`src/rtl/rtc_pkg.sv`:
```
package rtc_pkg;

    localparam int SEC_W  = 6;
    localparam int MIN_W  = 6;
    localparam int HR_W   = 5;
    localparam int DAY_W  = 15;
    localparam int WORD_W = SEC_W + MIN_W + HR_W + DAY_W;

    localparam int SEC_LIM = 60;
    localparam int MIN_LIM = 60;
    localparam int HR_LIM  = 24;

    localparam int NUM_EV = 7;
    localparam int ADDR_W = 3;

    // event flag positions
    localparam int EV_SW   = 0;
    localparam int EV_ALM  = 1;
    localparam int EV_SEC  = 2;
    localparam int EV_MIN  = 3;
    localparam int EV_HR   = 4;
    localparam int EV_DAY  = 5;
    localparam int EV_DALM = 6;

    typedef enum logic [ADDR_W-1:0] {
        RA_TIME   = 3'd0,
        RA_ALARM  = 3'd1,
        RA_SWATCH = 3'd2,
        RA_MASK   = 3'd3,
        RA_STATUS = 3'd4,
        RA_PRESC  = 3'd5
    } reg_addr_e;

    typedef struct packed {
        logic [DAY_W-1:0] days;
        logic [HR_W-1:0]  hours;
        logic [MIN_W-1:0] mins;
        logic [SEC_W-1:0] secs;
    } rtc_time_t;

    typedef struct packed {
        rtc_time_t t;
        logic      sec_wrap;
        logic      min_wrap;
        logic      hr_wrap;
    } step_t;

    // one-second advance with per-field rollover
    function automatic step_t step_time(rtc_time_t cur);
        step_t r;
        r.t        = cur;
        r.sec_wrap = 1'b0;
        r.min_wrap = 1'b0;
        r.hr_wrap  = 1'b0;
        if (cur.secs >= SEC_W'(SEC_LIM - 1)) begin
            r.t.secs   = '0;
            r.sec_wrap = 1'b1;
            if (cur.mins >= MIN_W'(MIN_LIM - 1)) begin
                r.t.mins   = '0;
                r.min_wrap = 1'b1;
                if (cur.hours >= HR_W'(HR_LIM - 1)) begin
                    r.t.hours = '0;
                    r.hr_wrap = 1'b1;
                    r.t.days  = cur.days + 1'b1;
                end else begin
                    r.t.hours = cur.hours + 1'b1;
                end
            end else begin
                r.t.mins = cur.mins + 1'b1;
            end
        end else begin
            r.t.secs = cur.secs + 1'b1;
        end
        return r;
    endfunction

    function automatic logic tod_match(rtc_time_t a, rtc_time_t b);
        return (a.secs == b.secs) && (a.mins == b.mins) && (a.hours == b.hours);
    endfunction

endpackage

```
`src/rtl/rtc_prescaler.sv`:
```
module rtc_prescaler #(
    parameter int DIV = 32768
) (
    input  logic clk,
    input  logic rst,
    input  logic en,
    output logic tick
);
    localparam int CW = (DIV > 1) ? $clog2(DIV) : 1;

    logic [CW-1:0] cnt_q;
    logic          wrap;

    assign wrap = (cnt_q == CW'(DIV - 1));
    assign tick = en ? wrap : 1'b1;

    always_ff @(posedge clk) begin
        if (rst || !en || wrap) begin
            cnt_q <= '0;
        end else begin
            cnt_q <= cnt_q + 1'b1;
        end
    end

    // two slow ticks are never adjacent when the divider is active
    p_tick_gap_r3: assert property (@(posedge clk) disable iff (rst)
        (en && tick && $past(en)) |=> !(en && tick));

endmodule

```
`src/rtl/rtc_timekeeper.sv`:
```
module rtc_timekeeper
    import rtc_pkg::*;
(
    input  logic      clk,
    input  logic      rst,
    input  logic      tick,
    input  logic      load,
    input  rtc_time_t load_val,
    output rtc_time_t time_q,
    output rtc_time_t adv_time,
    output logic      adv,
    output logic      ev_sec,
    output logic      ev_min,
    output logic      ev_hr,
    output logic      ev_day
);
    step_t st;

    assign st       = step_time(time_q);
    assign adv      = tick & ~load;
    assign adv_time = st.t;
    assign ev_sec   = adv;
    assign ev_min   = adv & st.sec_wrap;
    assign ev_hr    = adv & st.min_wrap;
    assign ev_day   = adv & st.hr_wrap;

    always_ff @(posedge clk) begin
        if (rst) begin
            time_q <= '0;
        end else if (load) begin
            time_q <= load_val;
        end else if (tick) begin
            time_q <= st.t;
        end
    end

    p_sec_wrap_r2: assert property (@(posedge clk) disable iff (rst)
        (adv && time_q.secs >= SEC_W'(SEC_LIM - 1)) |=> (time_q.secs == '0));

    p_day_step_r2: assert property (@(posedge clk) disable iff (rst)
        (adv && time_q.secs >= SEC_W'(SEC_LIM - 1) && time_q.mins >= MIN_W'(MIN_LIM - 1)
             && time_q.hours >= HR_W'(HR_LIM - 1))
        |=> (time_q.days == $past(time_q.days) + 1'b1) && (time_q.hours == '0));

    p_hold_r4: assert property (@(posedge clk) disable iff (rst)
        (!tick && !load) |=> $stable(time_q));

    p_load_r4: assert property (@(posedge clk) disable iff (rst)
        load |=> (time_q == $past(load_val)));

endmodule

```
`src/rtl/rtc_event_unit.sv`:
```
module rtc_event_unit
    import rtc_pkg::*;
#(
    parameter int SW_W = 16
) (
    input  logic              clk,
    input  logic              rst,
    input  logic              tick,
    input  logic              adv,
    input  rtc_time_t         adv_time,
    input  rtc_time_t         alarm,
    input  logic              ev_sec,
    input  logic              ev_min,
    input  logic              ev_hr,
    input  logic              ev_day,
    input  logic              sw_load,
    input  logic [SW_W-1:0]   sw_val,
    input  logic [NUM_EV-1:0] clr,
    output logic [SW_W-1:0]   sw_q,
    output logic [NUM_EV-1:0] status_q
);
    logic              sw_done;
    logic              tod_hit;
    logic              day_hit;
    logic [NUM_EV-1:0] ev;

    assign sw_done = tick & ~sw_load & (sw_q == SW_W'(1));
    assign tod_hit = adv & tod_match(adv_time, alarm);
    assign day_hit = tod_hit & (adv_time.days == alarm.days);

    always_comb begin
        ev          = '0;
        ev[EV_SW]   = sw_done;
        ev[EV_ALM]  = tod_hit;
        ev[EV_SEC]  = ev_sec;
        ev[EV_MIN]  = ev_min;
        ev[EV_HR]   = ev_hr;
        ev[EV_DAY]  = ev_day;
        ev[EV_DALM] = day_hit;
    end

    always_ff @(posedge clk) begin
        if (rst) begin
            sw_q <= '0;
        end else if (sw_load) begin
            sw_q <= sw_val;
        end else if (tick && sw_q != '0) begin
            sw_q <= sw_q - 1'b1;
        end
    end

    for (genvar i = 0; i < NUM_EV; i++) begin : g_flag
        logic flag_q;
        always_ff @(posedge clk) begin
            if (rst) begin
                flag_q <= 1'b0;
            end else begin
                flag_q <= (flag_q & ~clr[i]) | ev[i];
            end
        end
        assign status_q[i] = flag_q;

        p_sticky_r5: assert property (@(posedge clk) disable iff (rst)
            (flag_q && !clr[i]) |=> flag_q);

        p_w1c_r6: assert property (@(posedge clk) disable iff (rst)
            (clr[i] && !ev[i]) |=> !flag_q);
    end

    p_full_match_r7: assert property (@(posedge clk) disable iff (rst)
        (adv && adv_time == alarm) |=> (status_q[EV_ALM] && status_q[EV_DALM]));

    p_sw_expire_r8: assert property (@(posedge clk) disable iff (rst)
        (tick && !sw_load && sw_q == SW_W'(1)) |=> (sw_q == '0 && status_q[EV_SW]));

    p_sw_idle_r8: assert property (@(posedge clk) disable iff (rst)
        (!sw_load && sw_q == '0) |=> (sw_q == '0));

endmodule

```
`src/rtl/rtc_field_counter.sv`:
```
module rtc_field_counter
    import rtc_pkg::*;
#(
    parameter int PRESC_DIV = 32768,
    parameter int SW_W      = 16
) (
    input  logic              clk,
    input  logic              rst,
    input  logic              req_valid,
    input  logic              req_write,
    input  logic [ADDR_W-1:0] req_addr,
    input  logic [WORD_W-1:0] req_wdata,
    output logic [WORD_W-1:0] rd_data,
    output logic [WORD_W-1:0] time_now,
    output logic              irq
);
    logic              we;
    logic              tick;
    logic              pren_q;
    rtc_time_t         alarm_q;
    logic [NUM_EV-1:0] mask_q;
    rtc_time_t         time_q;
    rtc_time_t         adv_time;
    logic              adv;
    logic              ev_sec, ev_min, ev_hr, ev_day;
    logic [SW_W-1:0]   sw_q;
    logic [NUM_EV-1:0] status_q;
    logic [NUM_EV-1:0] clr;
    logic              load_time;
    logic              load_sw;

    assign we        = req_valid & req_write;
    assign load_time = we && (req_addr == RA_TIME);
    assign load_sw   = we && (req_addr == RA_SWATCH);
    assign clr       = (we && req_addr == RA_STATUS) ? req_wdata[NUM_EV-1:0] : '0;

    always_ff @(posedge clk) begin
        if (rst) begin
            alarm_q <= '0;
            mask_q  <= '0;
            pren_q  <= 1'b0;
        end else if (we) begin
            case (req_addr)
                RA_ALARM: alarm_q <= rtc_time_t'(req_wdata);
                RA_MASK:  mask_q  <= req_wdata[NUM_EV-1:0];
                RA_PRESC: pren_q  <= req_wdata[0];
                default:  ;
            endcase
        end
    end

    rtc_prescaler #(.DIV(PRESC_DIV)) u_presc (
        .clk  (clk),
        .rst  (rst),
        .en   (pren_q),
        .tick (tick)
    );

    rtc_timekeeper u_time (
        .clk      (clk),
        .rst      (rst),
        .tick     (tick),
        .load     (load_time),
        .load_val (rtc_time_t'(req_wdata)),
        .time_q   (time_q),
        .adv_time (adv_time),
        .adv      (adv),
        .ev_sec   (ev_sec),
        .ev_min   (ev_min),
        .ev_hr    (ev_hr),
        .ev_day   (ev_day)
    );

    rtc_event_unit #(.SW_W(SW_W)) u_evt (
        .clk      (clk),
        .rst      (rst),
        .tick     (tick),
        .adv      (adv),
        .adv_time (adv_time),
        .alarm    (alarm_q),
        .ev_sec   (ev_sec),
        .ev_min   (ev_min),
        .ev_hr    (ev_hr),
        .ev_day   (ev_day),
        .sw_load  (load_sw),
        .sw_val   (req_wdata[SW_W-1:0]),
        .clr      (clr),
        .sw_q     (sw_q),
        .status_q (status_q)
    );

    always_comb begin
        case (req_addr)
            RA_TIME:   rd_data = time_q;
            RA_ALARM:  rd_data = alarm_q;
            RA_SWATCH: rd_data = WORD_W'(sw_q);
            RA_MASK:   rd_data = WORD_W'(mask_q);
            RA_STATUS: rd_data = WORD_W'(status_q);
            RA_PRESC:  rd_data = WORD_W'(pren_q);
            default:   rd_data = '0;
        endcase
    end

    assign time_now = time_q;
    assign irq      = |(status_q & mask_q);

    // a newly set, enabled flag raises the interrupt in the cycle it appears
    p_irq_raise_r5: assert property (@(posedge clk) disable iff (rst)
        (mask_q[EV_SEC] && adv && !(we && req_addr == RA_MASK)) |=> irq);

endmodule

```
`config.mk`:
```
export PLATFORM = sky130hd
export DESIGN_NAME = rtc_field_counter
export DESIGN_NICKNAME = d
export VERILOG_FILES = /design/src/rtl/rtc_pkg.sv /design/src/rtl/rtc_prescaler.sv /design/src/rtl/rtc_timekeeper.sv /design/src/rtl/rtc_event_unit.sv /design/src/rtl/rtc_field_counter.sv
export SDC_FILE = /design/constraint.sdc
export NUM_CORES = 1
export LEC_CHECK = 0
export CORE_ASPECT_RATIO = 0.75
export CORE_MARGIN = 4
export CORE_UTILIZATION = 55
export CTS_CLUSTER_DIAMETER = 200
export DETAILED_ROUTE_END_ITERATION = 8
export MAX_ROUTING_LAYER = met4
export PLACE_DENSITY = 0.79
export SLEW_MARGIN = 20
export SYNTH_ARGS = -nofsm -noshare
export SYNTH_HDL_FRONTEND = slang
export SYNTH_SLANG_ARGS = --single-unit
```
`constraint.sdc`:
```
create_clock -name clk -period 3.9 [get_ports clk]
set_input_delay 0.78 -clock clk [delete_from_list [all_inputs] [get_ports clk]]
set_output_delay 0.78 -clock clk [all_outputs]
set_load 0.01 [all_outputs]
```
==> metrics.md <==
| Metric | Value |
|---|---|
| Crit Path Class | `input pin to output port` |
| Clock skew | `0.00703 ns` |
| Crit-path cells | `clkdlybuf4s50_1 -> buf_4 -> nor2b_1 -> a22oi_1 -> o22ai_1 -> clkdlybuf4s50_1` |
| Post-CTS Setup Repair Bufs | `0` |
| Internal | `2.02 mW` |
| Total grt overflow | `0` |
| Maximum clock insertion buffer count | `2` |
| First-pass GRT wire length | `35.9 mm` |
| Tot Pwr | `3.01 mW` |
| Antenna violations before repair | `0` |
| Post-DP HPWL | `16.5 mm` |
| Run status | `finished, final reports clean` |
| Pin count of the biggest net entering global routing | `between 60 and 70` |
| Cell mode on critical path | `clkdlybuf4s50_1` |
| Setup TNS | `0 ns` |
| Routed WL per cell | `20.0 µm` |
| Hold Buf Count CTS | `0` |
| Worst hold path type | `register to register` |
| CTS H-Tree Depth | `3` |
| Fillers | `1019` |
| Xor/xnor share of the synthesized area | `about 9%` |
| Syn Std Cell Area | `6780 µm²` |
| First DRT Iteration DRCs | `between 700 and 800` |
| Port bufs | `103` |
| Synth unique cells | `74` |
| Layout cell share with drive strength beyond 1 | `approximately 5.8%` |
| Area fraction of the dominant cell type after synthesis | `32.5%` |
| CTS sink count | `110` |
| Final wirelength | `22.5 mm` |
| Leakage power | `between 2 and 3 nW` |
| Adder-Cell Fraction of Synth Area | `1.59%` |
| Die area | `14200 µm²` |
| Max stage delay on crit path | `0.57 ns` |
| Ys async rst share | `0%` |
| Post-synth EDFFs | `0` |
| Initial Util | `between 50 and 60%` |
| Via density | `between 6 and 7` |
| Slew Limit Fails | `0` |
| CP Launch Type | `input pin` |
| Clk_lat worst skew | `0.36 ns` |
| Power density over cell area | `364 nW/µm²` |
| Placer Congestion | `approximately 1.0` |
| Vias in the first global route | `6725` |
| Row count | `34` |
| Final nets | `1006` |
| Multiplexer share of the synthesized area | `around 4.5%` |
| Leading area contributor after synthesis | `dfxtp_1` |
| Rel. slew slack | `38.0%` |
| Critical path's slowest cell | `clkdlybuf4s50_1` |
| CTS tree | `built` |
| Mapped Nets | `between 900 and 1000` |
| Logic pwr share | `25.1%` |
| Part of the cycle the worst path needs | `90.5%` |
| Critical Path RT | `around 3.1 ns` |
| Clock share of power | `around 30%` |
| Worst slack, placed | `0.400 ns` |
| Post-synthesis sequential area ratio | `32.5%` |
| Slew @ Worst Pin | `about 0.91 ns` |
| Vias after detailed routing | `7216` |
| Storage element area | `2200 µm²` |
| First-pass iteration count of the detailed router | `7` |
| Syn Inst Count | `around 890` |
| Drt drc | `0` |
| Seq cells post-synth | `110` |
| Reg2Reg Depth | `8` |
| Die X | `between 100 and 150 µm` |
| Synth Area in Compound Gates | `roughly 22%` |
| Most frequent cells in the layout | `nor2_1 (122), nand2_1 (115), dfxtp_1 (110), clkdlybuf4s50_1 (102), a21oi_1 (66)` |
| Mean Syn Cell Area | `7.65 µm²` |
| Final Setup Violations | `0` |
| Core box area | `11800 µm²` |
| Hold path depth | `1` |
| Post-Synth Simple-Gate Area | `26.1%` |
| Layout area overhead | `21.9%` |
| TritonCTS Buffers | `9` |
| Resize count post-CTS | `0` |
| Total GRT Usage | `32.4%` |
| Final hold viol count | `0` |
| Area of the multi-input gates | `4290 µm²` |
| Sw Pwr | `0.985 mW` |
| CTS clk-pin slew, worst paths | `0.08 ns` |
| Synth area leaders | `dfxtp_1 (32%), nor2_1 (6.8%), nand2_1 (6.4%)` |
| Reg power frac | `45.0%` |
| Fmax | `283 MHz` |
| Peak VDD IR | `242 µV` |
| CP max FO | `16` |
| Sw Share | `32.8%` |
| Antenna viol nets, final | `0` |
| Most common library cell in the layout ignoring fill and taps | `nor2_1` |
| WP data arrival | `about 2.8 ns` |
| Io pins | `104` |
| Largest family of logic cells by synthesized area | `simple AND/OR/NAND/NOR gates` |
| Root Driver | `clkbuf_16` |
| Max_cap viols | `0` |
| Fin crit period | `roughly 3.5 ns` |
| Crit. End Element | `output port` |
| Unrepaired setup endpoints after global routing | `no` |
| Setup ws final | `0.370 ns` |
| # diodes | `0` |
| Synth Warn # | `0` |
| Die Ht | `104 µm` |
| Ys flop type | `dfxtp_1` |
registers in the layout (all words and copies together) (netlist names):
name	count
u_time.time_q	32
alarm_q	32
pren_q	1
u_presc.cnt_q	15
u_evt.g_flag.flag_q	7
mask_q	7
u_evt.sw_q	16
power groups by stage:
stage          combinational (mW)  sequential (mW)  clock (mW)
6_report                    0.754             1.35       0.900
5_1_grt                     0.827             1.36       0.954
4_1_cts                     0.744             1.35       0.912
3_5_place_dp                0.736             1.37           0
3_3_place_gp                0.720             1.37           0
2_1_floorplan               0.533             1.32           0
worst max-delay path, delay by kind of cell:
family | cells | cell delay (ns)
buf+inv | 3 | 1.35
simple gates | 1 | 0.28
compound gates | 2 | 0.33
stage by stage:
step	utilization [%]	cell area, µm²	cells	hold WS (ns)
final	69.9	8260	1127	0.454
after global routing	69.9	8260	1127	0.490
after CTS	69.9	8260	1127	0.462
after detailed placement	67.5	7980	1111	0.443
after global placement	67.5	7980	1111	0.429
after floorplan	-	6780	886	0.418
cell type report:
| class | count | share of cell area (%) |
|---|---|---|
| Multi-Input combinational cell | 702 | 52.0 |
| Sequential cell | 110 | 26.7 |
| Timing Repair Buffer | 127 | 15.1 |
| Clock buffer | 9 | 2.73 |
| Tap cell | 162 | 2.45 |
| Clock inverter | 7 | 0.712 |
| Inverter | 10 | 0.454 |
Yosys cell counts (10+ instances only):
library cell and count:
nand3_1 28, nand4_1 12, o21ai_0 23, xor2_1 34, a22o_1 16, nand2_1 116
mux2i_1 28, a21oi_1 66, nor2_1 122, clkbuf_1 53, xnor2_1 34, a211oi_1 35
a22oi_1 13, nor2b_1 13, a311oi_1 10, nor3_1 22, dfxtp_1 110, and3_1 15
routing by layer:
metal  vias up  GRT usage (%)  part of all wire, %
li1       3344              -                    -
met1      3428           46.5                   45
met2       386           45.4                   43
met3        58           7.83                   10
met4         0           8.78                  2.1
met5         -              -                    0
path summary, 6_finish.rpt:
| kind | from | to | slack (ns) |
|---|---|---|---|
| worst max-delay path | req_addr[0] | rd_data[2] | 0.37 |
| worst min-delay path | u_presc.cnt_q[0] | u_presc.cnt_q[0] | 0.45 |
| worst max register to register | u_time.time_q[0] | u_evt.g_flag[6].flag_q | 0.39 |
| worst min register to register | u_presc.cnt_q[0] | u_presc.cnt_q[0] | 0.45 |
kinds of logic (layout without fill, tap and decap cells):
kind of cell	Yosys count	in the layout
mux	30	30
fa+ha+maj	9	9
buf+inv	74	153
simple gates	375	375
compound gates	220	220
xor+xnor	68	68
flops	110	110
(Power assumes the default switching activity.)
